**src/rtl/sqch_pkg.sv**
```systemverilog
package sqch_pkg;
  localparam int SEQ_STEPS = 8;
  localparam logic [1:0] ADDR_CTRL = 2'd0;
  localparam logic [1:0] ADDR_PLO  = 2'd2;
  localparam logic [1:0] ADDR_PHI  = 2'd3;

  // Pattern bit p is read at sequencer position p.
  function automatic logic [SEQ_STEPS-1:0] duty_pattern(input logic [1:0] sel);
    case (sel)
      2'd0:    duty_pattern = 8'b0000_0010;
      2'd1:    duty_pattern = 8'b0000_0110;
      2'd2:    duty_pattern = 8'b0001_1110;
      default: duty_pattern = 8'b1111_1001;
    endcase
  endfunction
endpackage

```
**src/rtl/sqch_regs.sv**
```systemverilog
module sqch_regs
  import sqch_pkg::*;
#(
  parameter int PER_W = 11,
  parameter int VOL_W = 4
) (
  input  logic             clk,
  input  logic             rst,
  input  logic             wr_en,
  input  logic [1:0]       wr_addr,
  input  logic [7:0]       wr_data,
  output logic [1:0]       duty,
  output logic [VOL_W-1:0] vol,
  output logic [PER_W-1:0] period,
  output logic             restart
);
  localparam int HI_W = PER_W - 8;

  logic [1:0]       duty_q;
  logic [VOL_W-1:0] vol_q;
  logic [7:0]       plo_q;
  logic [HI_W-1:0]  phi_q;

  assign restart = wr_en && (wr_addr == ADDR_PHI);

  always_ff @(posedge clk) begin
    if (rst) begin
      duty_q <= '0;
      vol_q  <= '0;
      plo_q  <= '0;
      phi_q  <= '0;
    end else if (wr_en) begin
      case (wr_addr)
        ADDR_CTRL: begin
          duty_q <= wr_data[7:6];
          vol_q  <= wr_data[VOL_W-1:0];
        end
        ADDR_PLO: plo_q <= wr_data;
        ADDR_PHI: phi_q <= wr_data[HI_W-1:0];
        default: ;
      endcase
    end
  end

  assign duty   = duty_q;
  assign vol    = vol_q;
  assign period = {phi_q, plo_q};

  // a write to address 1 leaves every field as it was
  a_r2_addr1_ignored: assert property (@(posedge clk) disable iff (rst)
    (wr_en && wr_addr == 2'd1) |=> ($stable(period) && $stable(vol) && $stable(duty)));
endmodule

```
**src/rtl/sqch_timer.sv**
```systemverilog
module sqch_timer #(
  parameter int PER_W = 11
) (
  input  logic             clk,
  input  logic             rst,
  input  logic [PER_W-1:0] period,
  output logic             step
);
  logic             half_q;
  logic [PER_W-1:0] cnt_q;
  logic             tick;

  assign tick = half_q;
  assign step = tick && (cnt_q == '0);

  always_ff @(posedge clk) begin
    if (rst) half_q <= 1'b0;
    else     half_q <= ~half_q;
  end

  always_ff @(posedge clk) begin
    if (rst)             cnt_q <= '0;
    else if (step)       cnt_q <= period;
    else if (tick)       cnt_q <= cnt_q - 1'b1;
  end

  // the prescaler enable alternates every clock
  a_r3_tick_alternates: assert property (@(posedge clk) disable iff (rst)
    tick |=> !tick);
  // the count only decrements away from underflow
  a_r8_decrement_only: assert property (@(posedge clk) disable iff (rst)
    (tick && cnt_q != '0) |=> (cnt_q == PER_W'($past(cnt_q) - 1'b1)));
  // the count holds between ticks, whatever is written
  a_r8_hold_off_tick: assert property (@(posedge clk) disable iff (rst)
    !tick |=> $stable(cnt_q));
  // an underflow loads the period value
  a_r8_reload: assert property (@(posedge clk) disable iff (rst)
    step |=> (cnt_q == $past(period)));
endmodule

```
**src/rtl/sqch_seq.sv**
```systemverilog
module sqch_seq
  import sqch_pkg::*;
#(
  parameter int STEP_W = $clog2(SEQ_STEPS)
) (
  input  logic       clk,
  input  logic       rst,
  input  logic       adv,
  input  logic       restart,
  input  logic [1:0] duty,
  output logic       wave_bit
);
  logic [STEP_W-1:0]    pos_q;
  logic [SEQ_STEPS-1:0] pat;

  always_ff @(posedge clk) begin
    if (rst)          pos_q <= '0;
    else if (restart) pos_q <= '0;
    else if (adv)     pos_q <= pos_q + 1'b1;
  end

  assign pat      = duty_pattern(duty);
  assign wave_bit = pat[pos_q];

  // a restart lands on position 0
  a_r7_restart_pos0: assert property (@(posedge clk) disable iff (rst)
    restart |=> (pos_q == '0));
  // an advance moves exactly one position, wrapping after 7
  a_r4_advance_one: assert property (@(posedge clk) disable iff (rst)
    (adv && !restart) |=> (pos_q == STEP_W'($past(pos_q) + 1'b1)));
  // no movement without an advance or restart
  a_r4_hold: assert property (@(posedge clk) disable iff (rst)
    (!adv && !restart) |=> $stable(pos_q));
endmodule

```
**src/rtl/sqch_top.sv**
```systemverilog
module sqch_top
  import sqch_pkg::*;
#(
  parameter int PER_W    = 11,
  parameter int VOL_W    = 4,
  parameter int MUTE_MIN = 8
) (
  input  logic             clk,
  input  logic             rst,
  input  logic             wr_en,
  input  logic [1:0]       wr_addr,
  input  logic [7:0]       wr_data,
  output logic [VOL_W-1:0] sample
);
  logic [1:0]       duty;
  logic [VOL_W-1:0] vol;
  logic [PER_W-1:0] period;
  logic             restart;
  logic             step;
  logic             wave_bit;
  logic             muted;
  logic [VOL_W-1:0] sample_q;

  sqch_regs #(.PER_W(PER_W), .VOL_W(VOL_W)) u_regs (
    .clk(clk), .rst(rst), .wr_en(wr_en), .wr_addr(wr_addr), .wr_data(wr_data),
    .duty(duty), .vol(vol), .period(period), .restart(restart)
  );

  sqch_timer #(.PER_W(PER_W)) u_timer (
    .clk(clk), .rst(rst), .period(period), .step(step)
  );

  sqch_seq u_seq (
    .clk(clk), .rst(rst), .adv(step), .restart(restart),
    .duty(duty), .wave_bit(wave_bit)
  );

  assign muted = (period < PER_W'(MUTE_MIN));

  always_ff @(posedge clk) begin
    if (rst)                  sample_q <= '0;
    else if (wave_bit && !muted) sample_q <= vol;
    else                      sample_q <= '0;
  end

  assign sample = sample_q;

  // a short period silences the next sample
  a_r9_mute_silent: assert property (@(posedge clk) disable iff (rst)
    muted |=> (sample_q == '0));
  // an audible high pattern bit emits the volume
  a_r6_volume_out: assert property (@(posedge clk) disable iff (rst)
    (!muted && wave_bit) |=> (sample_q == $past(vol)));
  // a low pattern bit emits silence
  a_r6_low_bit: assert property (@(posedge clk) disable iff (rst)
    !wave_bit |=> (sample_q == '0));
endmodule

```
**config.mk**
```make
export PLATFORM = sky130hd
export DESIGN_NAME = sqch_top
export DESIGN_NICKNAME = d
export VERILOG_FILES = /design/src/rtl/sqch_pkg.sv /design/src/rtl/sqch_regs.sv /design/src/rtl/sqch_timer.sv /design/src/rtl/sqch_seq.sv /design/src/rtl/sqch_top.sv
export SDC_FILE = /design/constraint.sdc
export NUM_CORES = 1
export LEC_CHECK = 0
export BUFFER_PORTS_ARGS = -buffer_cell sky130_fd_sc_hd__buf_2
export CAP_MARGIN = 40
export CORE_MARGIN = 2
export CORE_UTILIZATION = 47
export CTS_CLUSTER_DIAMETER = 30
export DETAILED_ROUTE_END_ITERATION = 8
export PLACE_DENSITY = 0.66
export SLEW_MARGIN = 20
export SYNTH_ARGS = -nofsm -noshare
export SYNTH_HDL_FRONTEND = slang
export SYNTH_SLANG_ARGS = --single-unit
export TNS_END_PERCENT = 1
```
**constraint.sdc**
```tcl
create_clock -name clk -period 2.88 [get_ports clk]
set_clock_uncertainty 0.15 [all_clocks]
set_input_delay 0.576 -clock clk [delete_from_list [all_inputs] [get_ports clk]]
set_output_delay 0.576 -clock clk [all_outputs]
set_load 0.03 [all_outputs]
```
# ---- After elaboration in Yosys (flattened, before gate mapping)
# Index checks and enable logic that the tools add are counted.
# W data, S select, Z words.
dict set report totals {
  input_bits 13
  latchBits 0
  mem_count 0
  mem_bits_rw 0
  wordCells 36
  register_bits 36
  rom_bits 0
  out_inout_bits 4
}
dict set report classes {
  n_reduce_logical 13
  bitwise_logic 2
  div 0
  shift 0
  magnitude_cmp 2
  eq_ne 4
  n_addsub 2
  mul 0
  mux 5
}
# operator n
set ops {}
lappend ops {{$pmux W8 S3} 1}
lappend ops {{$mux W11} 2}
lappend ops {{$logic_not A11 Y1} 1}
lappend ops {{$lt A11 B4 Y1 const B} 1}
lappend ops {{$sub A11 B1 Y11 const B} 1}
lappend ops {{$eq A2 B2 Y1 const B} 3}
lappend ops {{$reduce_and A2 Y1} 3}
lappend ops {{$logic_not A2 Y1} 2}
lappend ops {{$lt A3 B4 Y1 const B} 1}
lappend ops {{$reduce_or A2 Y1} 2}
lappend ops {{$add A3 B1 Y3 const B} 1}
lappend ops {{$bmux W1 S3} 1}
lappend ops {{$logic_and A1 B1 Y1} 3}
lappend ops {{$eq A2 B1 Y1 const B} 1}
lappend ops {{$not A1 Y1} 2}
lappend ops {{$reduce_bool A2 Y1} 1}
lappend ops {{$logic_not A1 Y1} 1}
lappend ops {{$mux W1} 1}

# ---- Longest topological paths before layout
# Gate-level depths: netlist of the first run.
dict set report depth {
  depth_word 7
  mapped_depth 8
  ltp_nobuf 6
}

# ---- Hierarchy
# A second synthesis of the first run with hierarchy kept.
dict set report hier_totals {
  cells_unflattened 191
  hier_area_um2 1821.7
}
# module seq_area_each_um2 area_per_inst_um2 cells_per_inst n_inst
set by_module_without_submodules {}
lappend by_module_without_submodules {sqch_regs 340.3 738.2 69 1}
lappend by_module_without_submodules {sqch_timer 240.2 718.2 85 1}
lappend by_module_without_submodules {sqch_seq 60.1 210.2 23 1}
lappend by_module_without_submodules {sqch_top 80.1 155.1 14 1}

# ---- Least setup slack after synthesis of the first run
# OpenSTA, ideal clock, no wires.
dict set report synth_path {
  path_type {reg2reg}
  start {reg u_timer.half_q}
  end {reg u_timer.cnt_q[9]}
  arrival_ps 1788
  required_time_ps 2659
  period_less_slack_ps 2009
  slack_ps 871
  setup_ps 71
  n_path_buf 2
  stages_incl_launch_ff 7
  cell_sequence {dfxtp_1 buf_4 or3b_1 buf_2 or4_4 or3_1 a21oi_1}
}
dict set report synth_between {
  elab_chain_len 2
  elab_cells_between_ends 3
  cone_classes {mux: 1; reduce/logical: 2}
}
# element line
set synth_rtl {}
lappend synth_rtl {{start: declaration} sqch_timer.sv:9} ;# logic half_q;
lappend synth_rtl {{start signal: assignment} sqch_timer.sv:18} ;# else half_q <= ~half_q;
lappend synth_rtl {{$logic_and A1 B1 Y1} sqch_timer.sv:14} ;# assign step = tick && (cnt_q == '0);
lappend synth_rtl {{$mux W11 / $reduce_bool A2 Y1 (equally long branches)} --}
lappend synth_rtl {{end signal: assignment} sqch_timer.sv:23} ;# else if (step) cnt_q <= period;
lappend synth_rtl {{end signal: assignment} sqch_timer.sv:24} ;# else if (tick) cnt_q <= cnt_q - 1'b1;
lappend synth_rtl {{end: declaration} sqch_timer.sv:10} ;# logic [PER_W-1:0] cnt_q;
# Several ways; a longest one is shown, not always the timed one.
# A chain may end at the register's enable or synchronous reset.

# ---- Worst setup path after layout of the first run
# Ends and elaborated chain as after synthesis.

==> summary.txt, run 1 <==
HPWL Detailed: 2760 um
crit-path max FO: 19
relative slew slack: 56.3%
Final #Nets: 226
Leak: 0.813 nW
Post-Syn Area: 0.00172 mm2
Finish-stage setup viols: 0
r2r endpoint: u_timer.cnt_q[9]$_SDFFE_PP0P_
Overall Power: 1.23 mW
CTS resizes: 0
leading cell type in the layout, fill and taps excluded: dfxtp_1
Gate power share: 19.3%
GR Util All Layers: 20.4%
Hold WS: 308 ps
CP Launch Type: register
met1 wire length: 1820 um
pin count of the biggest net entering global routing: 31
Crit Path Class: reg2reg
P&R area growth vs syn: 11.4%
gr ovfl total: 0
dominant synthesized flop cell: dfxtp_1
Final Instance Area: 0.00191 mm2
maxcap violations: 0
worst min-delay path class: in2reg
Inserted Diodes: 0
Async SR Flop Fraction: 0%
Top Layer Used: met4
Tcrit/Tclk final: 83.5%
Synth area leaders: dfxtp_1, mux2i_1, nor2_1
DIE HEIGHT: 64.5 um
TNS Setup: 0 ps
RSZ-0062 raised after global routing: false
#FFs+latches synth: 36
drt first pass iters: 4
CTS Root Cell: clkbuf_4
commonest cells after routing, fill and taps aside: dfxtp_1, nor2_1, mux2i_1, buf_2, nand2_1
Reg-to-Reg Start: u_timer.half_q$_SDFF_PP0_
Core Footprint: 0.00342 mm2
fin. max-slew vios: 0
total number of vias: 1461
internal power: 0.864 mW
Site Rows: 21
Arrival @ worst endpoint: 2530 ps
Sw Ratio: 29.5%
Power Density: 640 mW/mm2
Hold Buf Count CTS: 0
DRC viols: 0
CTS tree: yes
Ports: 17
Clock Pin Slew Worst Setup and Hold Paths: 110 ps
Register-to-Register Path Depth: 4
hold path startpoint: wr_data[4]
layout cell share with drive strength beyond 1: 13.9%
WL per Instance: 15.1 um
final core occ: 56.0%
Hold Crit Endpoint: u_regs.plo_q[4]$_SDFFE_PP0P_
IO buf count: 16
H-Tree Depth: 2
clock buffer depth: 2
syn avg cell area: 8.86 um2
Die Span X: 64.5 um
clock latency on the worst-skew pair: 340 ps
post-synth cell types: 46
GP Congestion: 0.880
Starting Density: 50.3%
Post-CTS Repair Setup Buffers: 0
global-route wire length before repair: 6490 um
vias in the first global route: 1329
Final Hold Violating Endpoints: 0
number of synthesized flops with an enable pin: 0
Met2 Wirelength: 1810 um
clock network fraction of design power: 32.9%
Detailed Route Iter0 Violations: 106
sequential fraction of the synthesis area: 42.0%
hold depth: 3
Num CTS Buffers: 5
Sequential Power Share: 47.8%
Routed Antenna Nets: 0
Vias per Instance: 5.73
syn nets: 212
FILL cells: 327
Worst VDD drop: 0.000295 V
Synthesis Warnings: 0
Cell Area, Placed: 0.00182 mm2
r2r setup slk: 480 ps
routed wire length: 3850 um
Final min period: 2400 ps
routed length on met3: 165 um
Synth top area share: 42.0%
Worst Tran Pin Value: 653 ps
CP required: 3000 ps
outcome: finished clean
Crit. End Element: register
Net Sw Power: 0.361 mW
Mapped Cells: 194
fmax: 416 MHz
clk sinks: 36
initial antenna violation count: 0
die area: 0.00415 mm2
Yosys top cell by area: dfxtp_1
## registers in the layout, indices dropped and copies added (netlist names)
register and flops:
u_regs.phi_q 3, u_timer.half_q 1, u_regs.duty 2, u_seq.pos_q 3, u_regs.plo_q 8, u_timer.cnt_q 11, u_regs.vol 4, sample 4
## worst max path at each step
stage,start,endpoint
floorplan,u_timer.half_q$_SDFF_PP0_,u_timer.cnt_q[9]$_SDFFE_PP0P_
global placement,u_timer.half_q$_SDFF_PP0_,u_timer.cnt_q[9]$_SDFFE_PP0P_
detailed placement,u_timer.half_q$_SDFF_PP0_,u_timer.cnt_q[4]$_SDFFE_PP0P_
CTS,u_timer.half_q$_SDFF_PP0_,u_timer.cnt_q[9]$_SDFFE_PP0P_
global route,u_timer.half_q$_SDFF_PP0_,u_timer.cnt_q[5]$_SDFFE_PP0P_
finish,u_timer.half_q$_SDFF_PP0_,u_timer.cnt_q[9]$_SDFFE_PP0P_
## per-layer routing
metal  track usage, %  up-vias
met1             27.8      686
met2             31.6       35
li1                 -      734
met5                0        -
met4             7.18        0
met3             4.86        6
## metrics by stage
step | setup WS (ps) | cells
2_1_floorplan | 871 | 194
3_3_place_gp | 618 | 247
3_5_place_dp | 551 | 247
4_1_cts | 500 | 255
5_1_grt | 336 | 255
6_report | 476 | 255
## critical path, cell delays in order, from the launching register on
cell     delay [ps]
dfxtp_1         680
or3b_1          510
or4_4           510
or3_1           320
a21oi_1         160
## power by group through the flow
stage               sequential (mW)  clock (mW)  combinational [mW]
floorplan                     0.573           0               0.195
global placement              0.592           0               0.227
detailed placement            0.594           0               0.233
CTS                           0.583       0.408               0.235
global route                  0.592       0.434               0.265
finish                        0.586       0.404               0.236
## kinds of logic after synthesis
family	Yosys count	synth area share, %
AOI/OAI and AO/OA	30	12.0
muxes	17	9.91
xor gates and xnor gates	1	0.510
DFF	36	42.0
and+or+nand+nor	85	27.2
buffers and inverters	20	4.73
adders and majority gates	5	3.64
## layout make-up
class	count	area [um2]	share of cell area (%)
Tap cell	46	57.6	3.01
Multi-Input combinational cell	138	916	47.8
Inverter	10	37.5	1.96
Sequential cell	36	721	37.6
Clock buffer	7	65.1	3.40
Clock inverter	1	30.0	1.57
Timing Repair Buffer	17	87.6	4.58
## synthesized netlist by cell type (4+ instances only)
library cell	n
inv_1	9
nand2_1	12
nand3_1	7
nor3_1	4
ha_1	5
nor4_1	6
nand4_1	4
clkbuf_1	5
dfxtp_1	36
o21ai_0	5
or3_1	5
nor2_1	24
mux2i_1	17
a21oi_1	7
and2_1	4
Power figures use the tool's default switching activity.
==> run 2: changes to the inputs <==
==> constraint.sdc (replaced) <==
create_clock -name clk -period 2.3 [get_ports clk]
set_clock_uncertainty 0.15 [all_clocks]
set_input_delay 0.46 -clock clk [delete_from_list [all_inputs] [get_ports clk]]
set_output_delay 0.46 -clock clk [all_outputs]
set_load 0.03 [all_outputs]
==> summary.txt, run 2 (synthesis gave the netlist of run 1 again) <==
Final Hold Violating Endpoints: 0
final core occ: 55.5%
Routed Antenna Nets: 0
fmax: 459 MHz
Starting Density: 50.3%
crit-path max FO: 9
Site Rows: 21
Largest register FFs: 11
HPWL Detailed: 2790 um
DIE HEIGHT: 64.5 um
H-Tree Depth: 2
clock buffer depth: 2
Detailed Route Iter0 Violations: 88
CP Launch Type: register
CTS tree: yes
pin count of the biggest net entering global routing: 19
Worst VDD drop: 0.000551 V
Crit. End Element: register
total number of vias: 1449
Die Span X: 64.5 um
die area: 0.00415 mm2
gr ovfl total: 0
WL per Instance: 14.4 um
Clock Pin Slew Worst Setup and Hold Paths: 120 ps
maxcap violations: 0
GR Util All Layers: 20.5%
GP Congestion: 0.891
filler-free cell count of the finished design: 257
placed insts: 249
IO buf count: 16
CTS Root Cell: clkbuf_4
relative slew slack: 56.8%
outcome: finished clean
RSZ-0062 raised after global routing: false
initial antenna violation count: 0
layout cell share with drive strength beyond 1: 15.2%
Core Footprint: 0.00342 mm2
leading cell type in the layout, fill and taps excluded: dfxtp_1
Crit Path Class: reg2reg
commonest cells after routing, fill and taps aside: dfxtp_1, nor2_1, mux2i_1, buf_2, nand2_1
TNS Setup: 0 ps
Final #Nets: 228
global-route wire length before repair: 6490 um
Leak: 0.799 nW
routed wire length: 3710 um
Inserted Diodes: 0
FILL cells: 332
Finish-stage setup viols: 0
drt first pass iters: 4
Tcrit/Tclk final: 94.8%
Worst Tran Pin Value: 645 ps
Arrival @ worst endpoint: 2320 ps
Regs by FF count: u_timer.cnt_q (11), u_regs.plo_q (8)
Final min period: 2180 ps
Ports: 17
Overall Power: 1.39 mW
fin. max-slew vios: 0
CP required: 2440 ps
Biggest register: u_timer.cnt_q
Power Density: 731 mW/mm2
worst min-delay path class: in2reg
r2r setup slk: 120 ps
Post-CTS Repair Setup Buffers: 0
Hold Buf Count CTS: 0
P&R area growth vs syn: 10.4%
DRC viols: 0
Vias per Instance: 5.64
Num CTS Buffers: 5
clk sinks: 36
vias in the first global route: 1422
clock latency on the worst-skew pair: 350 ps
==> run 2: cell count changes in the layout (fill, tap and decap cells not counted), sizes merged <==
cell / previous run / this run
clkbuf: 7 / 5
clkinvlp: 0 / 2
bufinv: 1 / 0
clkinv: 1 / 2
buf: 17 / 19
==> run 2: cell type report <==
| type | instances | area (um2) | area share [%] |
|---|---|---|---|
| clock inverters | 3 | 23.8 | 1.25 |
| inverters | 10 | 37.5 | 1.98 |
| flip-flops and latches | 36 | 721 | 38.0 |
| well taps | 46 | 57.6 | 3.03 |
| clock buffers | 5 | 37.5 | 1.98 |
| multi-input cells | 138 | 917 | 48.4 |
| repair buffers | 19 | 103 | 5.41 |
==> run 2: metal layers <==
layer / track usage, % / vias to the layer above / part of all wire, %
met5: 0 / - / 0
met4: 10.6 / 0 / 2.0
met3: 4.69 / 6 / 3.9
met2: 32.6 / 35 / 48
met1: 26.1 / 674 / 46
li1: - / 734 / -
==> run 2: stage by stage <==
| step | setup WS, ps | hold WS [ps] | instance area [um2] |
|---|---|---|---|
| 2_1_floorplan | 291 | 279 | 1720 |
| 3_3_place_gp | 245 | 290 | 1830 |
| 3_5_place_dp | 158 | 292 | 1830 |
| 4_1_cts | 146 | 179 | 1900 |
| 5_1_grt | 27.2 | 197 | 1900 |
| 6_report | 119 | 186 | 1900 |
==> run 2: final timing paths <==
check / from / endpoint / depth (start not counted)
worst min-delay path: wr_data[4] / u_regs.plo_q[4]$_SDFFE_PP0P_ / 3
worst min register to register: u_regs.vol[0]$_SDFFE_PP0P_ / sample[0]$_SDFF_PP0_ / 1
worst max-delay path: u_timer.half_q$_SDFF_PP0_ / u_timer.cnt_q[9]$_SDFFE_PP0P_ / 4
worst max register to register: u_timer.half_q$_SDFF_PP0_ / u_timer.cnt_q[9]$_SDFFE_PP0P_ / 4
==> run 2: report_power, final <==
group          switching [mW]  internal (mW)
Combinational           0.183          0.128
Clock                   0.228          0.120
Sequential             0.0531          0.673
Total                   0.465          0.921
==> run 2: what timing repair did <==
item / 4_1_cts / 5_1_grt
endpoints found under the setup margin: 0 / 3
endpoints found under the hold margin: 0 / 0
resized for setup: 0 / 1
==> run 2: worst max-delay path, stage by stage, from the launching register on <==
cell and delay, ps:
dfxtp_1 490, or3b_1 490, or4_4 510, or3_1 330
a21oi_1 140
==> run 3: changes to the inputs <==
--- a/config.mk
+++ b/config.mk
@@ -5,13 +5,12 @@
 export SDC_FILE = /design/constraint.sdc
 export NUM_CORES = 1
 export LEC_CHECK = 0
-export BUFFER_PORTS_ARGS = -buffer_cell sky130_fd_sc_hd__buf_2
 export CAP_MARGIN = 40
 export CORE_MARGIN = 2
 export CORE_UTILIZATION = 47
 export CTS_CLUSTER_DIAMETER = 30
 export DETAILED_ROUTE_END_ITERATION = 8
-export PLACE_DENSITY = 0.66
+export DONT_BUFFER_PORTS = 1
 export SLEW_MARGIN = 20
 export SYNTH_ARGS = -nofsm -noshare
 export SYNTH_HDL_FRONTEND = slang
==> summary.txt, run 3 (synthesis gave the netlist of run 1 again) <==
Sequential Power Share: 48.0%
commonest cells after routing, fill and taps aside: dfxtp_1, nor2_1, mux2i_1, nand2_1, inv_1
Biggest register: u_timer.cnt_q
CTS resizes: 0
clock buffer depth: 2
maxcap violations: 0
CP Launch Type: register
Sw Ratio: 28.3%
Final Instance Area: 0.00186 mm2
routed wire length: 3760 um
slowest CP cell: or4_1
Max stage delay on crit path: 620 ps
Final #Nets: 213
pin count of the biggest net entering global routing: 32
filler-free cell count of the finished design: 242
fin. max-slew vios: 0
TNS Setup: 0 ps
clock latency on the worst-skew pair: 340 ps
Overall Power: 1.51 mW
WL per Instance: 15.5 um
clock network fraction of design power: 32.7%
worst-path cell chain: or4_1 -> or4_4 -> or3_1 -> a21oi_1
CTS tree: yes
Finish-stage setup viols: 0
Worst Tran Pin Value: 637 ps
Vias per Instance: 5.86
total number of vias: 1417
Final min period: 2120 ps
internal power: 1.09 mW
IO buf count: 0
HPWL Detailed: 2800 um
pre-CTS setup slack: 216 ps
Starting Density: 50.3%
Worst VDD drop: 0.000525 V
Hold Buf Count CTS: 0
Crit Path Class: reg2reg
Tcrit/Tclk final: 92.1%
DIE HEIGHT: 64.5 um
Post-CTS Repair Setup Buffers: 0
outcome: finished clean
Ports: 17
Net Sw Power: 0.428 mW
crit-path max FO: 7
relative slew slack: 57.4%
layout cell share with drive strength beyond 1: 7.65%
gr ovfl total: 0
drt first pass iters: 4
CTS Root Cell: clkbuf_4
Cell Area, Placed: 0.00175 mm2
Regs by FF count: u_timer.cnt_q (11), u_regs.plo_q (8)
Site Rows: 21
DRC viols: 0
Gate power share: 19.4%
placed insts: 233
fmax: 472 MHz
Largest register FFs: 11
P&R area growth vs syn: 8.23%
vias in the first global route: 1425
Final Hold Violating Endpoints: 0
leading cell type in the layout, fill and taps excluded: dfxtp_1
RSZ-0062 raised after global routing: false
GR Util All Layers: 21.1%
H-Tree Depth: 2
Arrival @ worst endpoint: 2240 ps
Hold WS: 28.7 ps
Core Footprint: 0.00342 mm2
Power Density: 814 mW/mm2
Die Span X: 64.5 um
Crit. End Element: register
CP required: 2430 ps
Detailed Route Iter0 Violations: 54
worst min-delay path class: in2reg
Num CTS Buffers: 5
die area: 0.00415 mm2
GP Congestion: 0.842
Clock Pin Slew Worst Setup and Hold Paths: 100 ps
Final WS setup: 182 ps
Inserted Diodes: 0
Routed Antenna Nets: 0
initial antenna violation count: 0
Leak: 0.757 nW
global-route wire length before repair: 6760 um
final core occ: 54.4%
clk sinks: 36
-- run 3: worst paths after layout --
path | cells past startpoint | startpoint | slack [ps] | end
hold / removal | 1 | rst | 30 | u_timer.cnt_q[9]$_SDFFE_PP0P_
setup reg to reg | 4 | u_timer.cnt_q[2]$_SDFFE_PP0P_ | 180 | u_timer.cnt_q[9]$_SDFFE_PP0P_
setup / recovery | 4 | u_timer.cnt_q[2]$_SDFFE_PP0P_ | 180 | u_timer.cnt_q[9]$_SDFFE_PP0P_
hold reg to reg | 1 | u_regs.vol[0]$_SDFFE_PP0P_ | 310 | sample[0]$_SDFF_PP0_
-- run 3: final cells by class --
type	count	area, um2
flip-flops and latches	36	721
repair buffers	4	32.5
fillers	327	1560
clock buffers	7	65.1
well taps	46	57.6
inverters	10	37.5
clock inverters	1	30.0
multi-input cells	138	916
-- run 3: power groups by stage --
stage	combinational [mW]	sequential [mW]	clock [mW]
floorplan	0.244	0.718	0
global placement	0.280	0.738	0
detailed placement	0.289	0.739	0
CTS	0.290	0.725	0.509
global route	0.334	0.735	0.528
finish	0.293	0.726	0.494
-- run 3: worst max-delay path: cells and delay by family (launching register included) --
kind               cells  cell delay (ps)
and+or+nand+nor        3             1400
AOI/OAI and AO/OA      1              140
DFF                    1              370
-- run 3: layer usage --
| layer | share of wire (%) | vias up | wire, um | track usage (%) |
|---|---|---|---|---|
| li1 | - | 703 | - | - |
| met1 | 46 | 673 | 1720 | 27.3 |
| met2 | 47 | 34 | 1780 | 33.7 |
| met3 | 4.6 | 7 | 172 | 5.73 |
| met4 | 2.2 | 0 | 82 | 7.71 |
| met5 | 0 | - | 0 | 0 |
